## src/rtl/vfg_pkg.sv

```systemverilog
package vfg_pkg;

    typedef enum logic [1:0] {
        HEALTHY = 2'd0,
        SPARED  = 2'd1,
        CLOSED  = 2'd2
    } health_e;

    function automatic int unsigned max2(input int unsigned a, input int unsigned b);
        return (a > b) ? a : b;
    endfunction

endpackage

```

## src/rtl/vfg_group.sv

```systemverilog
module vfg_group #(
    parameter int unsigned N = 4,
    parameter int unsigned W = 4,
    parameter logic [N*W-1:0] FMASK = '1
) (
    input  logic                clk,
    input  logic                rst_n,
    input  logic [N-1:0]        fault,
    input  logic [N-1:0]        we,
    input  logic [N-1:0][W-1:0] wdata,
    input  logic                block,
    output logic [N-1:0][W-1:0] rdata,
    output logic                any_fault,
    output logic                multi_fault
);

    logic [N-1:0][W-1:0] prim_q;
    logic [W-1:0]        spare_q;
    logic [N-1:0]        sel;
    logic                found;

    // lowest flagged field owns the spare
    always_comb begin
        sel   = '0;
        found = 1'b0;
        for (int i = 0; i < N; i++) begin
            if (fault[i] && !found) begin
                sel[i] = 1'b1;
                found  = 1'b1;
            end
        end
    end

    assign any_fault   = |fault;
    assign multi_fault = (fault & (fault - 1'b1)) != '0;

    always_ff @(posedge clk) begin
        if (!rst_n) begin
            prim_q  <= '0;
            spare_q <= '0;
        end else if (!block) begin
            for (int i = 0; i < N; i++) begin
                if (we[i] && !sel[i]) prim_q[i] <= wdata[i] & FMASK[i*W +: W];
                if (we[i] && sel[i])  spare_q   <= wdata[i] & FMASK[i*W +: W];
            end
        end
    end

    for (genvar i = 0; i < N; i++) begin : g_rd
        assign rdata[i] = sel[i] ? (spare_q & FMASK[i*W +: W]) : prim_q[i];
    end

endmodule

```

## src/rtl/vfg_health.sv

```systemverilog
module vfg_health
    import vfg_pkg::*;
(
    input  logic clk,
    input  logic rst_n,
    input  logic any_fault,
    input  logic multi_fault,
    output logic closed
);

    health_e state_q, state_d;

    always_comb begin
        state_d = state_q;
        unique case (state_q)
            HEALTHY: begin
                if (multi_fault)    state_d = CLOSED;
                else if (any_fault) state_d = SPARED;
            end
            SPARED: begin
                if (multi_fault)     state_d = CLOSED;
                else if (!any_fault) state_d = HEALTHY;
            end
            CLOSED:  state_d = CLOSED;
            default: state_d = HEALTHY;
        endcase
    end

    always_ff @(posedge clk) begin
        if (!rst_n) state_q <= HEALTHY;
        else        state_q <= state_d;
    end

    always_comb begin
        closed = (state_q == CLOSED);
    end

endmodule

```

## src/rtl/vc_field_guard.sv

```systemverilog
module vc_field_guard #(
    parameter int unsigned G_W   = 3,
    parameter int unsigned R_W   = 3,
    parameter int unsigned O_W   = 2,
    parameter int unsigned C_W   = 4,
    parameter int unsigned PTR_W = 2
) (
    input  logic             clk,
    input  logic             rst_n,
    input  logic [3:0]       g1_fault,
    input  logic [1:0]       g2_fault,
    input  logic [3:0]       g1_wen,
    input  logic [1:0]       g2_wen,
    input  logic [G_W-1:0]   gst_in,
    input  logic [R_W-1:0]   route_in,
    input  logic [O_W-1:0]   ovc_in,
    input  logic [C_W-1:0]   cred_in,
    input  logic [PTR_W-1:0] hptr_in,
    input  logic [PTR_W-1:0] tptr_in,
    output logic [G_W-1:0]   gst_out,
    output logic [R_W-1:0]   route_out,
    output logic [O_W-1:0]   ovc_out,
    output logic [C_W-1:0]   cred_out,
    output logic [PTR_W-1:0] hptr_out,
    output logic [PTR_W-1:0] tptr_out,
    output logic             vc_closed
);
    import vfg_pkg::*;

    localparam int unsigned SP1_W = max2(max2(G_W, R_W), max2(O_W, C_W));
    localparam logic [SP1_W-1:0] MSK_G = {SP1_W{1'b1}} >> (SP1_W - G_W);
    localparam logic [SP1_W-1:0] MSK_R = {SP1_W{1'b1}} >> (SP1_W - R_W);
    localparam logic [SP1_W-1:0] MSK_O = {SP1_W{1'b1}} >> (SP1_W - O_W);
    localparam logic [SP1_W-1:0] MSK_C = {SP1_W{1'b1}} >> (SP1_W - C_W);
    localparam logic [4*SP1_W-1:0] G1_MASK = {MSK_C, MSK_O, MSK_R, MSK_G};

    logic [3:0][SP1_W-1:0] g1_wd, g1_rd;
    logic [1:0][PTR_W-1:0] g2_wd, g2_rd;
    logic g1_any, g1_multi, g2_any, g2_multi;
    logic unused_rd;

    assign g1_wd = {SP1_W'(cred_in), SP1_W'(ovc_in), SP1_W'(route_in), SP1_W'(gst_in)};
    assign g2_wd = {tptr_in, hptr_in};

    vfg_group #(.N(4), .W(SP1_W), .FMASK(G1_MASK)) u_grp_ctl (
        .clk(clk), .rst_n(rst_n), .fault(g1_fault), .we(g1_wen), .wdata(g1_wd),
        .block(vc_closed), .rdata(g1_rd), .any_fault(g1_any), .multi_fault(g1_multi)
    );

    vfg_group #(.N(2), .W(PTR_W), .FMASK({2*PTR_W{1'b1}})) u_grp_ptr (
        .clk(clk), .rst_n(rst_n), .fault(g2_fault), .we(g2_wen), .wdata(g2_wd),
        .block(vc_closed), .rdata(g2_rd), .any_fault(g2_any), .multi_fault(g2_multi)
    );

    vfg_health u_health (
        .clk(clk), .rst_n(rst_n),
        .any_fault(g1_any | g2_any),
        .multi_fault(g1_multi | g2_multi),
        .closed(vc_closed)
    );

    assign unused_rd = ^{g1_rd, g2_rd};

    assign gst_out   = vc_closed ? '0 : g1_rd[0][G_W-1:0];
    assign route_out = g1_rd[1][R_W-1:0];
    assign ovc_out   = g1_rd[2][O_W-1:0];
    assign cred_out  = vc_closed ? '0 : g1_rd[3][C_W-1:0];
    assign hptr_out  = g2_rd[0];
    assign tptr_out  = g2_rd[1];

endmodule

```

## config.mk

```make
export PLATFORM = sky130hd
export DESIGN_NAME = vc_field_guard
export DESIGN_NICKNAME = d
export VERILOG_FILES = /design/src/rtl/vfg_pkg.sv /design/src/rtl/vfg_group.sv /design/src/rtl/vfg_health.sv /design/src/rtl/vc_field_guard.sv
export SDC_FILE = /design/constraint.sdc
export NUM_CORES = 1
export LEC_CHECK = 0
export ABC_AREA = 1
export CORE_MARGIN = 5
export CORE_UTILIZATION = 43
export CTS_BUF_LIST = sky130_fd_sc_hd__clkbuf_4
export CTS_CLUSTER_DIAMETER = 200
export CTS_CLUSTER_SIZE = 8
export DETAILED_ROUTE_END_ITERATION = 10
export HOLD_SLACK_MARGIN = 0.15
export MAX_ROUTING_LAYER = met4
export PLACE_DENSITY = 0.86
export SETUP_SLACK_MARGIN = 0.3
export SLEW_MARGIN = 20
export SYNTH_ARGS = -nofsm -noshare
export SYNTH_HDL_FRONTEND = slang
export SYNTH_HIERARCHICAL = 1
export SYNTH_SLANG_ARGS = --single-unit
```

## constraint.sdc

```tcl
create_clock -name clk -period 1.4 [get_ports clk]
set_clock_uncertainty 0.05 [all_clocks]
set_input_delay 0.14 -clock clk [delete_from_list [all_inputs] [get_ports clk]]
set_output_delay 0.14 -clock clk [all_outputs]
set_load 0.03 [all_outputs]
```

== Yosys cells after proc, flatten, opt, wreduce, memory -nomap -nowiden ==
Index checks and enable logic that the tools add are counted.
Storage, ports and cells
  input port bits: 30
  bits in registers: 24
Cells by class
  add/sub/neg operators: 2
  mux-type cells: 27
  bitwise operators: 5
  reduce and logical (&&, ||, !) cells: 40
  equal/unequal tests: 4
Operators by type and width (count)
  $mux W4: 6
  $mux W2: 9
  $reduce_and A2 Y1: 9
  $logic_and A1 B1 Y1: 16
  $mux W3: 3
  $logic_not A1 Y1: 8
  $mux W1: 8
  $reduce_bool A4 Y1: 2
  $pmux W2 S3: 1
  $and A4 B4 Y4: 1
  $reduce_bool A2 Y1: 2
  $reduce_or A4 Y1: 1
  $sub A4 B1 Y4 const B: 1
  $ne A3 B1 Y1 const B: 1
  $ne A3 B3 Y1 const B: 1
  $and A2 B2 Y2: 1
  $eq A2 B1 Y1 const B: 1
  $eq A2 B2 Y1 const B: 1
  $logic_not A2 Y1: 1
  $or A1 B1 Y1: 2
  $reduce_or A2 Y1: 1
  $sub A2 B1 Y2 const B: 1
  $not A1 Y1: 1

== Logic depth before layout (Yosys ltp) ==
Gate-level depths: netlist of run 1.
  depth in word-level cells: 13
  gate-level depth with buffers: 9
  gate-level depth less buffers: 9

== Hierarchy ==
Netlist of run 1, hierarchy kept.
Modules (own cells, without submodules)
  vfg_group at u_grp_ctl: sequential area each 320.3 µm², area an instance 980.9 µm², cells each 158, instances 1
  vfg_group at u_grp_ptr: sequential area each 120.1 µm², area an instance 351.6 µm², cells each 59, instances 1
  vfg_health: sequential area each 40.0 µm², area an instance 82.6 µm², cells each 10, instances 1
  vc_field_guard: sequential area each 0.0 µm², area an instance 78.8 µm², cells each 21, instances 1

== Worst setup path before layout of run 1 ==
OpenSTA, ideal clock, no wires.
  path kind: flip-flop to flip-flop
  start: register u_health.state_q[1]
  end: register u_grp_ctl/prim_q[12] (netlist name)
  path slack: -0.556 ns
  period minus slack after synthesis: 1.956 ns
  required time: 1.234 ns
  stages on the path, launching flop included: 8
  arrival: 1.790 ns
  library setup time: 0.116 ns
  cell sequence: dfxtp_1 -> inv_1 -> nor2_1 -> inv_1 -> nand3_1 -> inv_2 -> nor2_1 -> nor2_1
On the way
  longest elaborated chain between the ends: 3
Ends and longest elaborated chain
  from (decl): RTL line vfg_health.sv:11  | health_e state_q, state_d;
  from (signal assigned): RTL line vfg_health.sv:31  | else state_q <= state_d;
  $eq A2 B2 Y1: RTL line vfg_health.sv:35  | closed = (state_q == CLOSED);
  via vc_closed: RTL line vc_field_guard.sv:26  | output logic vc_closed
  $not A1 Y1 (no line)
  $reduce_and A2 Y1 (no line)
  to (signal, indexed assignment): RTL line vfg_group.sv:43  | if (we[i] && !sel[i]) prim_q[i] <= wdata[i] & FMASK[i*W +: W];
  to (decl): RTL line vfg_group.sv:17  | logic [N-1:0][W-1:0] prim_q;
The timed path passes the listed nets, and every way through them passes these cells.
A chain may end at the register's enable or synchronous reset.

== Worst setup path in the final report of run 1 ==
  start: register u_health.state_q[1]
  end: output cred_out[1]
On the way
  longest elaborated chain between the ends: 2
Ends and longest elaborated chain
  $eq A2 B2 Y1: RTL line vfg_health.sv:35
  $mux W4: RTL line vc_field_guard.sv:67  | assign cred_out = vc_closed ? '0 : g1_rd[3][C_W-1:0];
  to (decl): RTL line vc_field_guard.sv:23  | output logic [C_W-1:0] cred_out,
No other way between the ends.

==> impl_results.md, run 1 <==
- Initial cell density of the core: a little over two fifths
- Largest net degree at the start of global routing: 25
- Die Area: 0.00465 mm²
- Met2 Use GR: around 41%
- Fmax: 725 MHz
- Hold-fix buffers, CTS: 0
- Grt ovf: 0
- Busiest grt layer: met2
- Drt pass-1 iters: 4
- RSZ-0062 raised after global routing: true
- FILL cells: roughly 240
- Setup WS pre-CTS: -0.262 ns
- Net switching power: 733 µW
- Core area: roughly 0.0033 mm²
- Status: finished clean
- Final #Nets: 351
- Synthesized area per cell: ~6 µm²
- Via count: approximately 1900
- Die width: 68.2 µm
- Fin util: 79.4%
- Ratio of cells with drive above 1 in the final layout: a little under half
- Crit-path cells: inv_2 -> nor2_4 -> buf_6 -> nor2_2 -> buf_6
- Clock network power share: roughly 16%
- Initial antenna violation count: 0
- I/O Buffers: between 40 and 50
- Rows: 21
- Arr. time, crit path: 1.19 ns
- Final RePlAce weighted congestion: approximately 0.93
- Fin crit share: a little over nine tenths
- Routed len/inst: approximately 14 µm
- Area of the multi-input gates: 0.00115 mm²
- Worst-path clk slew: about 0.13 ns
- Int Power: about 1200 µW
- Top delay family on crit path: flip-flops
- WP buf/inv: 3
- Layout area overhead: 80.4%
- Starting DRT DRC Count: 68
- HPWL after DPL: approximately 3.2 mm
- Die Y: between 60 and 70 µm
- Slew margin rel.: 83.8%
- CP required: ~1.2 ns
- Antenna Nets Post-Route: 0
- Startpoint types: register
- CTS buffer count: 3
- Worst Tran Pin Value: about 0.24 ns
- Leak Pwr: 0.00118 µW
- Seq pwr share: 40.2%
- Hold/Removal Path Class: in -> reg
- Combinational share of power: a little over two fifths
- Root buf cell: clkbuf_4
- YS warnings: 6
- Overall Global Routing Usage: between 20 and 25%
- Avg Vias per Cell: slightly above 5
- Vias in the first global route: 1803
- Post-route setup slack: approximately 0.020 ns
- Crit Path Max Fanout: 5
- Max stage delay on crit path: around 0.36 ns
- Critical path class: reg -> out
- Setup violations, final: 0
- Most Frequent Cell on Critical Path: buf_6
- ANT cells: 0
- Clock Latency Late Sink: between 0.3 and 0.4 ns
- Met3 usage: under 10%
- Ports: 47
- Finished Cell Area: ~0.0026 mm²
- Drc violations: 0
- Hold Slack: about 0.36 ns
- TritonCTS clock tree: yes
- Clock Sinks: 24
- First-pass GRT wire length: approximately 7.5 mm
- Peak supply drop: 0.000458 V
- CTS Buffer Depth: 2
- Max Transition Viols Final: 0
- Drt total wl: roughly 5.2 mm
- Maxcap violations: 0
- Sw Ratio: a little under two fifths
- Syn nets: between 200 and 300
- Mapped cell area: between 0.001 and 0.0015 mm²
- H-Tree Depth: 1
- CP endpoint kind: output port
- Final Hold Viols: 0
- Master of the slowest instance on the critical path: dfxtp_2
- Placed Cells: approximately 350
- Tmin final: around 1.4 ns
- Syn Inst Count: between 200 and 250
- Global Route met1 Usage: 23.4%
- Finished Layout Cells: approximately 370
- Register Area: 494 µm²
- PD cells: between 700 and 800 mW/mm²
- Placed cell area: about 0.0021 mm²
[what timing repair did]
item                                    CTS  global route
resized for setup                        85            66
pin swaps                                20            18
endpoints found under the setup margin   41            41
buffers inserted                          9             4
gates cloned                              1             0
[registers in the layout, indices dropped and copies added, names as in the netlist]
name               cells
u_grp_ctl/prim_q      12
u_grp_ctl/spare_q      4
u_health/state_q       2
u_grp_ptr/prim_q       4
u_grp_ptr/spare_q      2
[through the flow]
stage,TNS [ns],power (µW)
2_1_floorplan,0,1120
3_3_place_gp,-5.17,1380
3_5_place_dp,-5.59,1400
4_1_cts,0,1810
5_1_grt,-0.128,2060
6_report,0,1950
[power by group through the flow]
stage	clock network, µW	registers [µW]	logic, µW
after floorplan	0	773	351
after global placement	0	778	604
after detailed placement	0	780	616
after CTS	315	772	727
after global routing	353	790	920
final	312	785	857
[path summary, 6_finish.rpt]
| check | slack, ns | cells past startpoint | start | endpoint |
|---|---|---|---|---|
| worst min-delay path | 0.36 | 3 | ovc_in[1] | u_grp_ctl/prim_q[9] |
| worst max-delay path | 0.02 | 5 | u_health/state_q[1] | cred_out[1] |
| worst min register to register | 0.44 | 2 | u_grp_ptr/prim_q[1] | u_grp_ptr/prim_q[1] |
| worst max register to register | 0.02 | 9 | u_health/state_q[1] | u_grp_ctl/prim_q[13] |
[final cells by class]
type                            count  area share [%]
Multi-Input combinational cell    179            43.8
Timing Repair Buffer               74            27.0
Sequential cell                    24            18.8
Inverter                           39            7.29
Tap cell                           46            2.19
Clock buffer                        3           0.857
Clock inverter                      1           0.143
[routing by layer]
layer  wire length (µm)  share of wire, %  vias up
met3                325               6.3       10
met2               2770                54       81
met1               1980                38      863
li1                   -                 -      920
met5                  0                 0        -
met4                 81               1.6        0
[worst min-delay path: cells and delay by family]
kind / cells / cell delay [ns]
buffers and inverters: 2 / 0.49
AOI/OAI and AO/OA: 1 / 0.07
[cells in the final DEF, fill, tap and decap left out, drive strengths merged]
cell	count
buf	47
o211ai	1
a21oi	3
clkdlybuf4s50	23
clkbuf	4
o21ai	32
nand3	19
or2	1
clkinv	3
nor2b	1
dfxtp	24
nor2	54
inv	37
nand4	3
nand2	65
dlygate4sd2	3
No activity file was read; power rests on OpenSTA's default activity.
==> run 2: changes to the inputs <==
Settings changed: CAP_MARGIN set to 20.
==> results of run 2 <==
The final DEF is identical to that of run 1; final timing and power are the same.
==> run 3: changes to the inputs <==
Settings changed: CORE_MARGIN 5 to not set, SLEW_MARGIN 20 to not set.
==> impl_results.md, run 3 (same netlist as run 1, synthesis figures left out) <==
- Status: finished, violations left
- Failing checks: setup timing
- Setup TNS: -0.0721 ns (-0.0721 ns)
- Largest regs: u_grp_ctl/prim_q: 12 flops, u_grp_ctl/spare_q: 4 flops, u_grp_ptr/prim_q: 4 flops
- I/O Buffers: 46 (unchanged)
- Worst R2R Start: u_health/state_q[1]
- Vias in the first global route: 1760 (-2.4%)
- Fmax: 700 MHz (-3.4%)
- Drt total wl: 5.22 mm (+1.2%)
- Peak supply drop: 0.000621 V (+36%)
- Crit Path Max Fanout: 4 (-1)
- Max FFs per register: 12 (unchanged)
- WP buf/inv: 3 (unchanged)
- Slew margin rel.: 80.5% (-3.3 points)
- Max stage delay on crit path: 0.36 ns (about the same)
- RSZ-0062 raised after global routing: true
- Initial cell density of the core: 46.6% (+2.6 points)
- Critical path class: reg -> out
- Fin crit share: 102% (+3.4 points)
- Worst-path clk slew: 0.14 ns (about the same)
- Routed len/inst: 14.1 µm (+0.15%)
- Overall Global Routing Usage: 28.6% (+7.0 points)
- Final Hold Viols: 0 (unchanged)
- Worst hold stages: 7 (+4)
- Hold-fix buffers, CTS: 0 (unchanged)
- Arr. time, crit path: 1.24 ns (+0.05 ns)
- Hold/Removal Path Class: in -> reg
- Root buf cell: clkbuf_4
- Master of the slowest instance on the critical path: dfxtp_2
- Post-route setup slack: -0.0280 ns (-0.0481 ns)
- Largest Register: u_grp_ctl/prim_q
- Grt ovf: 0 (unchanged)
- Via count: 1890 (+0.85%)
- Largest net degree at the start of global routing: 25 (unchanged)
- CP required: 1.21 ns (about the same)
- HPWL after DPL: 3.01 mm (-6.4%)
- Maxcap violations: 0 (unchanged)
- Drt pass-1 iters: 4 (unchanged)
- Starting DRT DRC Count: 91 (+34%)
- Top delay family on crit path: flip-flops
- Worst r2r dst: u_grp_ptr/prim_q[2]
- H-Tree Depth: 1 (unchanged)
- Max Transition Viols Final: 0 (unchanged)
- Finished Cell Area: 0.00260 mm² (-0.90%)
- Layout area overhead: 78.8%
- Antenna Nets Post-Route: 0 (unchanged)
- Reg2reg setup slack: 0.06 ns (+0.04 ns)
- TritonCTS clock tree: yes
- Die width: 60.2 µm (-12%)
- Crit path depth: 5 (unchanged)
- Leak Pwr: 0.00123 µW (+3.5%)
- Critical Path Sink: cred_out[3]
- Die Y: 60.2 µm (-12%)
- Clock Latency Late Sink: 0.33 ns (+0.02 ns)
- Ratio of cells with drive above 1 in the final layout: 43.3% (-4.6 points)
- Die Area: 0.00362 mm² (-22%)
- CTS Buffer Depth: 2 (unchanged)
- R2R depth: 11 (+2)
- Clock Sinks: 24 (unchanged)
- Drc violations: 0 (unchanged)
- Avg Vias per Cell: 5.11 (-0.24%)
- Tmin final: 1.43 ns (+0.0481 ns)
- Final #Nets: 357 (+1.7%)
- CP endpoint kind: output port
- Crit-path cells: inv_2 -> nor2_4 -> buf_4 -> nor2_1 -> buf_4
- Ports: 47 (unchanged)
- Commonest cells after routing, fill and taps aside: 55 x nand2_1, 36 x nor2_1, 26 x buf_4
- CTS buffer count: 3 (unchanged)
- Initial antenna violation count: 0 (unchanged)
- ANT cells: 0 (unchanged)
- First-pass GRT wire length: 7.52 mm (+0.47%)
- Rows: 20 (-4.8%)
- Startpoint types: register
- Final RePlAce weighted congestion: 0.848 (-8.8%)
- Core area: 0.00313 mm² (-5.5%)
- Placed cell area: 0.00215 mm² (+1.3%)
- Commonest non-fill, non-tap cell in the layout: nand2_1
- Worst Tran Pin Value: 0.292 ns (+0.0493 ns)
- Setup violations, final: 3 (+3)
- Most Frequent Cell on Critical Path: buf_4
- Critical path origin: u_health/state_q[1]
- PD cells: 811 mW/mm² (+9.1%)
==> run 3: cell count changes in the layout (fill, tap and decap cells not counted), moves of 3 or more <==
cell / before / now
o21ai_1: 11 / 18
buf_6: 21 / 25
o21ai_2: 18 / 11
nor2_1: 28 / 36
buf_4: 22 / 26
dfxtp_2: 11 / 8
nor2_4: 14 / 6
dfxtp_1: 13 / 16
inv_2: 11 / 14
==> run 3: worst min-delay path by stage <==
stage,slack [ns],from,endpoint
floorplan,0.20,rst_n,u_health/state_q[1]
CTS,0.34,g1_fault[1],u_health/state_q[1]
global placement,0.41,u_grp_ctl/prim_q[1],u_grp_ctl/prim_q[1]
global route,0.31,g1_fault[0],u_health/state_q[1]
finish,0.29,g1_fault[0],u_health/state_q[1]
detailed placement,0.42,u_grp_ctl/prim_q[0],u_grp_ctl/prim_q[0]
==> run 3: worst reg2reg max path, stage by stage, from the launching register on <==
cell     delay (ns)
dfxtp_2        0.35
inv_2          0.06
nor2_4         0.05
buf_4          0.13
buf_6          0.10
buf_6          0.11
inv_8          0.06
nand2_4        0.05
nor2_4         0.11
inv_2          0.05
nor2_1         0.09
nor2_1         0.04
==> run 3: cell type report <==
class,count,area (µm²)
clock buffers,3,22.5
clock inverters,1,30.0
fillers,189,524
inverters,39,169
multi-input cells,179,1060
flip-flops and latches,24,490
well taps,44,55.1
repair buffers,80,777
==> run 3: stage by stage <==
stage / util [%] / power (µW) / hold WS [ns] / setup slack [ns] / instances
floorplan: - / 1120 / 0.203 / 0.0767 / 242
CTS: 78.0 / 2010 / 0.336 / -0.0168 / 367
global placement: 68.8 / 1390 / 0.414 / -0.244 / 350
detailed placement: 68.8 / 1400 / 0.422 / -0.277 / 350
finish: 83.2 / 2110 / 0.290 / -0.0280 / 370
global route: 83.2 / 2210 / 0.309 / -0.0840 / 370
==> run 3: timing repair <==
action                     4_1_cts  5_1_grt
setup endpoints to repair       41       41
setup buffers                   12        3
cloned                           1        0
hold endpoints to repair         0        0
pin swaps                       20        7
gates resized for setup         80       41
==> run 3: metal layers <==
metal | track usage [%] | vias up | share of wire, %
met2 | 53.7 | 72 | 53
li1 | - | 925 | -
met5 | - | - | 0
met3 | 2.60 | 15 | 5.4
met1 | 31.0 | 878 | 38
met4 | 9.30 | 0 | 3.4
==> run 3: where the power goes <==
group          internal [µW]  switching (µW)
registers                742            33.1
logic                    368             456
clock network            290             223
total                   1400             712
